===== src/rtl/isd_pkg.sv =====
// Package isd_pkg
// Shared helpers for the instruction sequence detector.
// Assumes nothing beyond plain vectors of a common width.
package isd_pkg;

    // Wildcard equality: the mask bits at 1 are compared, the rest are ignored.
    function automatic logic wild_eq(input logic [63:0] word,
                                     input logic [63:0] value,
                                     input logic [63:0] mask);
        return ((word ^ value) & mask) == 64'd0;
    endfunction

    // Width of a select for n items, never below one bit.
    function automatic int sel_width(input int n);
        return (n > 1) ? $clog2(n) : 1;
    endfunction

endpackage


===== src/rtl/isd_step_compare.sv =====
// Module isd_step_compare
// Combinational masked comparison of one instruction word against one step.
// Assumes WIDTH <= 64; the mask bits at 1 take part in the comparison.
module isd_step_compare
    import isd_pkg::*;
#(
    parameter int WIDTH = 32
) (
    input  logic [WIDTH-1:0] word,
    input  logic [WIDTH-1:0] value,
    input  logic [WIDTH-1:0] mask,
    output logic             hit
);

    // Zero-extend to the helper width and compare under the mask.
    always_comb begin
        hit = wild_eq(64'(word), 64'(value), 64'(mask));
    end

endmodule


===== src/rtl/isd_track.sv =====
// Module isd_track
// Per-sequence progress vector. Bit k is set when steps 0..k matched on the
// last k+1 decode events. Completion is flagged combinationally (fire) and
// as a registered one-clock pulse (match_q).
// Assumes step_hit is valid only together with dec_valid; STEPS is 1 to 8.
module isd_track #(
    parameter int STEPS = 3
) (
    input  logic             clk,
    input  logic             rst_n,
    input  logic             dec_valid,
    input  logic [STEPS-1:0] step_hit,
    output logic             fire,
    output logic             match_q
);

    generate
        if (STEPS == 1) begin : g_single
            // A one-step sequence completes on any matching decode.
            always_comb begin
                fire = dec_valid && step_hit[0];
            end
        end else begin : g_multi
            logic [STEPS-2:0] prog;
            logic [STEPS-2:0] prog_nxt;

            // Next progress: step 0 starts alone, later steps need their predecessor.
            always_comb begin
                prog_nxt[0] = step_hit[0];
                for (int k = 1; k < STEPS - 1; k++) begin
                    prog_nxt[k] = step_hit[k] && prog[k-1];
                end
            end

            // Completion: the final step matches right after the last partial flag.
            always_comb begin
                fire = dec_valid && step_hit[STEPS-1] && prog[STEPS-2];
            end

            // Progress register, advanced only on decode events.
            always_ff @(posedge clk) begin
                if (!rst_n) begin
                    prog <= '0;
                end else if (dec_valid) begin
                    prog <= prog_nxt;
                end
            end

            // progress is frozen while no decode event occurs.
            assert_hold_idle_R2: assert property (@(posedge clk) disable iff (!rst_n)
                !dec_valid |=> $stable(prog));

            for (genvar k = 1; k < STEPS - 1; k++) begin : g_chain_chk
                // a later flag only sets when its predecessor was set before.
                assert_chain_R4: assert property (@(posedge clk) disable iff (!rst_n)
                    (dec_valid && step_hit[k] && !prog[k]) |=> $past(prog[k-1]) == prog[k]);
            end
        end
    endgenerate

    // Registered completion pulse.
    always_ff @(posedge clk) begin
        if (!rst_n) begin
            match_q <= 1'b0;
        end else begin
            match_q <= fire;
        end
    end

    // a pulse is always caused by a decode event one clock earlier.
    assert_pulse_cause_R6: assert property (@(posedge clk) disable iff (!rst_n)
        match_q |-> $past(dec_valid));

    // no pulse follows a cycle without a decode event.
    assert_no_pulse_idle_R2: assert property (@(posedge clk) disable iff (!rst_n)
        !dec_valid |=> !match_q);

endmodule


===== src/rtl/isd_hit_counter.sv =====
// Module isd_hit_counter
// Saturating completion counter with a synchronous clear. A completion in
// the same cycle as a clear leaves the counter at one.
// Assumes inc is a single-cycle qualifier.
module isd_hit_counter #(
    parameter int CNT_W = 4
) (
    input  logic             clk,
    input  logic             rst_n,
    input  logic             clr,
    input  logic             inc,
    output logic [CNT_W-1:0] cnt
);

    localparam logic [CNT_W-1:0] CNT_MAX = '1;

    // Count completions, clear on request, hold at the top value.
    always_ff @(posedge clk) begin
        if (!rst_n) begin
            cnt <= '0;
        end else if (clr) begin
            cnt <= inc ? CNT_W'(1) : '0;
        end else if (inc && (cnt != CNT_MAX)) begin
            cnt <= cnt + CNT_W'(1);
        end
    end

    // the counter never wraps once it is full.
    assert_no_overflow_R7: assert property (@(posedge clk) disable iff (!rst_n)
        (cnt == CNT_MAX && !clr) |=> cnt == CNT_MAX);

    // without a clear the counter never goes down.
    assert_monotonic_R7: assert property (@(posedge clk) disable iff (!rst_n)
        !clr |=> cnt >= $past(cnt));

    // a clear leaves at most the completion of the same cycle.
    assert_clear_R8: assert property (@(posedge clk) disable iff (!rst_n)
        clr |=> cnt <= CNT_W'(1));

endmodule


===== src/rtl/isd_seq_detector.sv =====
// Module isd_seq_detector
// Top level: NUM_SEQ independent sequence trackers of STEPS masked steps
// each, with per-sequence one-clock match pulses, saturating hit counters
// and a select-and-read status port.
// Assumes the pattern vectors are packed as index (s*STEPS+k)*WIDTH.
module isd_seq_detector
    import isd_pkg::*;
#(
    parameter int WIDTH   = 32,
    parameter int STEPS   = 3,
    parameter int NUM_SEQ = 3,
    parameter int CNT_W   = 4,
    parameter int SEL_W   = sel_width(NUM_SEQ),
    parameter logic [NUM_SEQ*STEPS*WIDTH-1:0] PAT_VALUE = {
        32'hA40B_0000, 32'hA40B_0000, 32'hA40B_0000,
        32'hB700_0000, 32'hB400_0000, 32'h5F00_0000,
        32'h5E00_0000, 32'hA40B_0000, 32'hC100_0000},
    parameter logic [NUM_SEQ*STEPS*WIDTH-1:0] PAT_MASK = {
        32'hFFFF_0000, 32'hFFFF_0000, 32'hFFFF_0000,
        32'hFF00_0000, 32'hFF00_0000, 32'hFF00_0000,
        32'hFF00_0000, 32'hFFFF_0000, 32'hFF00_0000}
) (
    input  logic               clk,
    input  logic               rst_n,
    input  logic               dec_valid,
    input  logic [WIDTH-1:0]   instr,
    input  logic               cnt_clear,
    input  logic [SEL_W-1:0]   stat_sel,
    output logic [CNT_W-1:0]   stat_cnt,
    output logic [NUM_SEQ-1:0] match_o
);

    logic [CNT_W-1:0]   cnt_arr [NUM_SEQ];
    logic [NUM_SEQ-1:0] fire_vec;

    generate
        for (genvar s = 0; s < NUM_SEQ; s++) begin : g_seq
            logic [STEPS-1:0] step_hit;

            for (genvar k = 0; k < STEPS; k++) begin : g_step
                isd_step_compare #(.WIDTH(WIDTH)) u_cmp (
                    .word  (instr),
                    .value (PAT_VALUE[(s*STEPS+k)*WIDTH +: WIDTH]),
                    .mask  (PAT_MASK[(s*STEPS+k)*WIDTH +: WIDTH]),
                    .hit   (step_hit[k])
                );
            end

            isd_track #(.STEPS(STEPS)) u_trk (
                .clk       (clk),
                .rst_n     (rst_n),
                .dec_valid (dec_valid),
                .step_hit  (step_hit),
                .fire      (fire_vec[s]),
                .match_q   (match_o[s])
            );

            isd_hit_counter #(.CNT_W(CNT_W)) u_cnt (
                .clk   (clk),
                .rst_n (rst_n),
                .clr   (cnt_clear),
                .inc   (fire_vec[s]),
                .cnt   (cnt_arr[s])
            );

            // the pulse and the counter step are driven by the same completion.
            assert_pulse_counts_R6: assert property (@(posedge clk) disable iff (!rst_n)
                (match_o[s] && !$past(cnt_clear)) |->
                    (cnt_arr[s] == $past(cnt_arr[s]) + CNT_W'(1)) || (cnt_arr[s] == '1));
        end
    endgenerate

    // Status read: the selected counter, or zero for an unused select.
    always_comb begin
        stat_cnt = '0;
        for (int s = 0; s < NUM_SEQ; s++) begin
            if (stat_sel == SEL_W'(s)) begin
                stat_cnt = cnt_arr[s];
            end
        end
    end

    // no pulse in the cycle right after a reset.
    assert_reset_quiet_R1: assert property (@(posedge clk)
        !rst_n |=> match_o == '0);

endmodule


===== config.mk =====
export PLATFORM = sky130hd
export DESIGN_NAME = isd_seq_detector
export DESIGN_NICKNAME = d
export VERILOG_FILES = /design/src/rtl/isd_pkg.sv /design/src/rtl/isd_step_compare.sv /design/src/rtl/isd_track.sv /design/src/rtl/isd_hit_counter.sv /design/src/rtl/isd_seq_detector.sv
export SDC_FILE = /design/constraint.sdc
export NUM_CORES = 1
export LEC_CHECK = 0
export BUFFER_PORTS_ARGS = -buffer_cell sky130_fd_sc_hd__buf_2
export CORE_MARGIN = 4
export CORE_UTILIZATION = 43
export DETAILED_ROUTE_END_ITERATION = 6
export PLACE_DENSITY = 0.82
export SETUP_SLACK_MARGIN = 0.5
export SYNTH_ARGS = -nofsm -noshare
export SYNTH_HDL_FRONTEND = slang
export SYNTH_SLANG_ARGS = --single-unit

===== constraint.sdc =====
create_clock -name clk -period 1.46 [get_ports clk]
set_input_delay 0.219 -clock clk [delete_from_list [all_inputs] [get_ports clk]]
set_output_delay 0.219 -clock clk [all_outputs]
set_load 0.005 [all_outputs]

# Word-level counts from Yosys, hierarchy flattened
# Index checks and enable logic that the tools add are counted.
# totals
elab_cells	57
output_inout_bits	7
register_bits	21
# op_classes
n_mux	12
bitwise_logic	6
reduce_logical	22
addsub	3
n_eq_ne	5
# op_table
operator	count
64-bit zero test	6
4-bit two-way mux	9
6-bit NOT	3
4-bit by 1-bit adder with 4-bit output, second input constant	3
1-bit logical AND	12
4-bit != test, second input constant	3
2-bit nonzero test	3
5-bit NOT	1
4-bit NOT	1
1-bit two-way mux	3
3-bit NOT	1
2-bit by 1-bit equality test with 1-bit output, second input constant	1
2-bit equality test, second input constant	1
2-bit zero test	1

# Depth between registers and ports, before layout
# logic_depth
word_depth	7
depth_mapped	5
depth_no_buf	5

# By module
# A second synthesis with hierarchy kept.
# unflattened
hier_cells	588
hier_area_um2	4991.0
# modules_own_cells
mod	cells_per_inst	seq_area_each_um2	area_per_inst_um2	n_inst
isd_step_compare	53	0.0	437.9	9
isd_hit_counter	23	80.1	206.4	3
isd_track	10	60.1	107.6	3
isd_seq_detector	12	0.0	107.6	1

# Worst setup path before layout
# No wires, ideal clock.
# synth_path
kind	reg-to-reg
from	reg g_seq[1].u_cnt.cnt[0]
to	reg g_seq[1].u_cnt.cnt[3]
path_stages_with_launch	6
arrival_time_ns	1.290
path_buffers	0
slack_ns	0.053
path_cell_list	dfxtp_1 > ha_1 > and3_1 > nor4_2 > a211oi_1 > a41o_1
# synth_via
elab_chain_cells	3
elab_cells_between_ends	6
cone_classes	add/sub (1); eq/ne (1); mux (2); reduce/logical (2)
# synth_rtl
item	line	source
start: declaration	isd_hit_counter.sv:12	output logic [CNT_W-1:0] cnt
start signal: assignment	isd_hit_counter.sv:22	cnt <= inc ? CNT_W'(1) : '0;
start signal: assignment	isd_hit_counter.sv:24	cnt <= cnt + CNT_W'(1);
4-bit by 1-bit adder with 4-bit output or 4-bit != test (tied branches)	isd_hit_counter.sv:24, isd_hit_counter.sv:23	
4-bit two-way mux or 1-bit logical AND (tied branches)	isd_hit_counter.sv:23	end else if (inc && (cnt != CNT_MAX)) begin
4-bit two-way mux or 2-bit nonzero test (tied branches)	-	
# Several ways; a longest one is shown, not always the timed one. The select of a mux whose other input is x is not followed.
# A chain may end at the register's enable or synchronous reset.

# Worst setup path in the final report
# layout_path
from	reg g_seq[1].u_cnt.cnt[1]
to	reg g_seq[1].u_cnt.cnt[3]
# The elaborated chain is that of the path after synthesis.

==> metrics.txt <==
result of the run finished clean; worst ir drop on vdd 0.442 mV; async set-or-reset flop fraction in the synthesized netlist 0; crit path buf inv count 0; number of sinks on the clock net 21; number of DRC markers in iteration 0 77; vias in the first global route 1,420; final worst path period need 1430 ps; area inside the core boundary 2590 sq um; clock slew at reported path FFs 130 ps; area of the multi-input gates 988 sq um; delay contributed by the slowest stage of the critical path 380 ps; number of remaining DRC errors 0; standard-cell rows 18; Worst EP arrival 1650 ps; Psw 280 uW; die footprint 3730 sq um; top_reg_cell synth dfxtp_1; share of the synthesized area in the top cell type 0.347; data required time of the worst path 1680 ps; area taken by flip-flops and latches 453 sq um; final-layout fill cell count 169; average wire per standard cell 19.0 um; total wire length after detailed routing 4330 um; total congestion overflow 0; master cell of the clock root buffer clkbuf_4; synthesized area per cell 8.65 sq um; post-route non-filler standard cell count 228; maximum clock frequency 701 MHz; number of different library cells in the post-synthesis netlist 40; final hold viol count 0; kind of critical path register to register; leakage dissipation 0.000809 uW; IO Port Bufs 28; switching part of the total power 0.276; Mapped Cells 140; final clock period utilization by the worst path 0.977; largest net degree at the start of global routing 13; Area growth syn-to-layout 62.9%; routability cong. 0.837; Slew HR 0.673; height of the die 61.1 um; Post-synth EDFFs 0; ordered cell list for the critical path ha_4 -> and3_4 -> nor4_4 -> a211oi_2 -> a41o_1; most frequent cells in the layout 23 x buf_4, 22 x buf_2, 14 x dfxtp_2, 13 x nand2_1, 13 x buf_6; total track usage 0.229; cells taking the most area after synthesis dfxtp_1 35%, mux2i_1 5.8%, nand2_1 4.0%; worst clock skew 8.17 ps; fraction of power consumed by sequential logic 0.556; total half-perimeter wirelength after legalization and detailed placement 2720 um; most common cell after layout, fill and taps aside buf_4; cell total after placement 207; synthesized net count 181; IO Count 45; Ant. Diodes 0; Via Count 1,412; CTS tree yes; post-synth design cell area 1210 sq um; biggest area consumer among synthesized cells dfxtp_1; share of synthesized area occupied by flip-flops and latches 0.347; pwr dens 515 nW/um^2; number of register bits inferred by synthesis 21; final count of negative-setup-slack endpoints 0; Chip Width 61.1 um; highest-delay cell along the critical path dfxtp_4; wire length of the first global-routing pass 6450 um; CTS H-tree lvls 1; combinational share of power 0.149; Crit. End Element register; largest driver fanout on the critical path 4; measured slew at the worst slew-check pin 491 ps; Initial DRT Pass Iterations 4; startpoint kind of the worst setup timing path register; number of nets at the end of the flow 240; max-capacitance violation count 0; total number of yosys warnings 0; Antenna Nets Post-Route 0; internal power component 736 uW; DP Worst Slack -147 ps; initial antenna violation count 0; setup repair after global routing missed its margin yes; number of vias per cell after detailed routing 6.19; kind of cell with the highest combined delay on the critical path simple AND/OR/NAND/NOR gates; clock share of power 0.295; clk_lat worst skew 310 ps; count of pins over their slew limit 0; starting density of the core 0.468; largest buffer count on any clock path 2; Num CTS Buffers 3; least setup slack across all paths after layout 33.3 ps; class of the most critical hold timing path input pin to register; proportion of layout cells with a drive suffix above 1 0.611
## per-layer routing
layer / part of all wire / vias up / global-route usage
met1: 0.37 / 688 / 0.249
met3: 0.046 / 15 / 0.0314
met5: 0 / - / 0
met2: 0.55 / 56 / 0.440
li1: - / 653 / -
met4: 0.038 / 0 / 0.0929
## synth_stat cells, types with 2 or more instances
library cell and n:
buf_4 3, nand4b_1 4, a22oi_1 2, a21oi_1 5, inv_1 6, a31oi_1 3
nand3_1 3, nor3b_1 2, nand3b_1 3, nand4_1 4, and3_1 7, nor2_1 12
clkbuf_1 2, a41o_1 3, nand2b_1 2, and4_1 2, nor3_1 3, nand2_1 13
dfxtp_1 21, mux2i_1 7, o21ai_0 4, a211oi_1 3, nor4_1 3, ha_1 3
nor4bb_1 2, nor2b_1 3, and2_1 2
## power by group through the flow
stage	Sequential (uW)	Clock, uW	Combinational [uW]
after floorplan	586	0	47.7
after global placement	586	0	111
after detailed placement	586	0	118
after CTS	569	296	136
after global routing	565	326	159
final	565	299	151
## kinds of logic after synthesis
family                     Yosys count  synth area share
muxes                                7            0.0579
AOI/OAI and AO/OA                   26             0.151
adders and majority gates            3            0.0310
and+or+nand+nor                     72             0.370
DFF                                 21             0.347
buffers and inverters               11            0.0434
## through the flow
stage          area (sq um)  setup TNS [ps]   util  hold WS (ps)  power [uW]
3_5_place_dp           1580            -382  0.611           460         703
3_3_place_gp           1580            -131  0.611           458         697
2_1_floorplan          1330               0      -           371         633
4_1_cts                1830           -22.3  0.705           207        1000
6_report               1970               0  0.762           220        1020
5_1_grt                1970           -27.5  0.762           219        1050
## final timing paths
| kind | from | endpoint | slack (ps) | cells past startpoint |
|---|---|---|---|---|
| hold / removal | cnt_clear | g_seq[0].u_cnt.cnt[0]$_SDFFE_PN0P_ | 220 | 3 |
| hold reg to reg | g_seq[2].u_trk.g_multi.prog[0]$_SDFFE_PN0P_ | g_seq[2].u_trk.g_multi.prog[1]$_SDFFE_PN0P_ | 480 | 2 |
| setup / recovery | g_seq[1].u_cnt.cnt[1]$_SDFFE_PN0P_ | g_seq[1].u_cnt.cnt[3]$_SDFFE_PN0P_ | 30 | 5 |
| setup reg to reg | g_seq[1].u_cnt.cnt[1]$_SDFFE_PN0P_ | g_seq[1].u_cnt.cnt[3]$_SDFFE_PN0P_ | 30 | 5 |
## state kept, by name, indices dropped and copies added, names as in the netlist
name and cells:
g_seq.u_trk.g_multi.prog 6, g_seq.u_cnt.cnt 12, g_seq.u_trk.match_q 3
## tightest hold or removal path: cells and delay by family
kind,cells,cell delay [ps]
buffers and inverters,1,140
AOI/OAI and AO/OA,1,70
and+or+nand+nor,1,60
## cell type report
cell class                 instances  share of cell area
clock buffer                       3              0.0114
clock inverter                     1             0.00254
tap                               30              0.0190
sequential                        21               0.230
timing repair buffer              59               0.225
inverter                           6              0.0114
multi-input combinational        108               0.501
## timing repair
action / CTS / global route
endpoints found under the setup margin: 22 / 27
resized for setup: 43 / 24
pin swaps: 21 / 27
hold buffers: 0 / 0
buffers inserted: 10 / 7
Note: power is estimated with default switching activity, not from simulation.
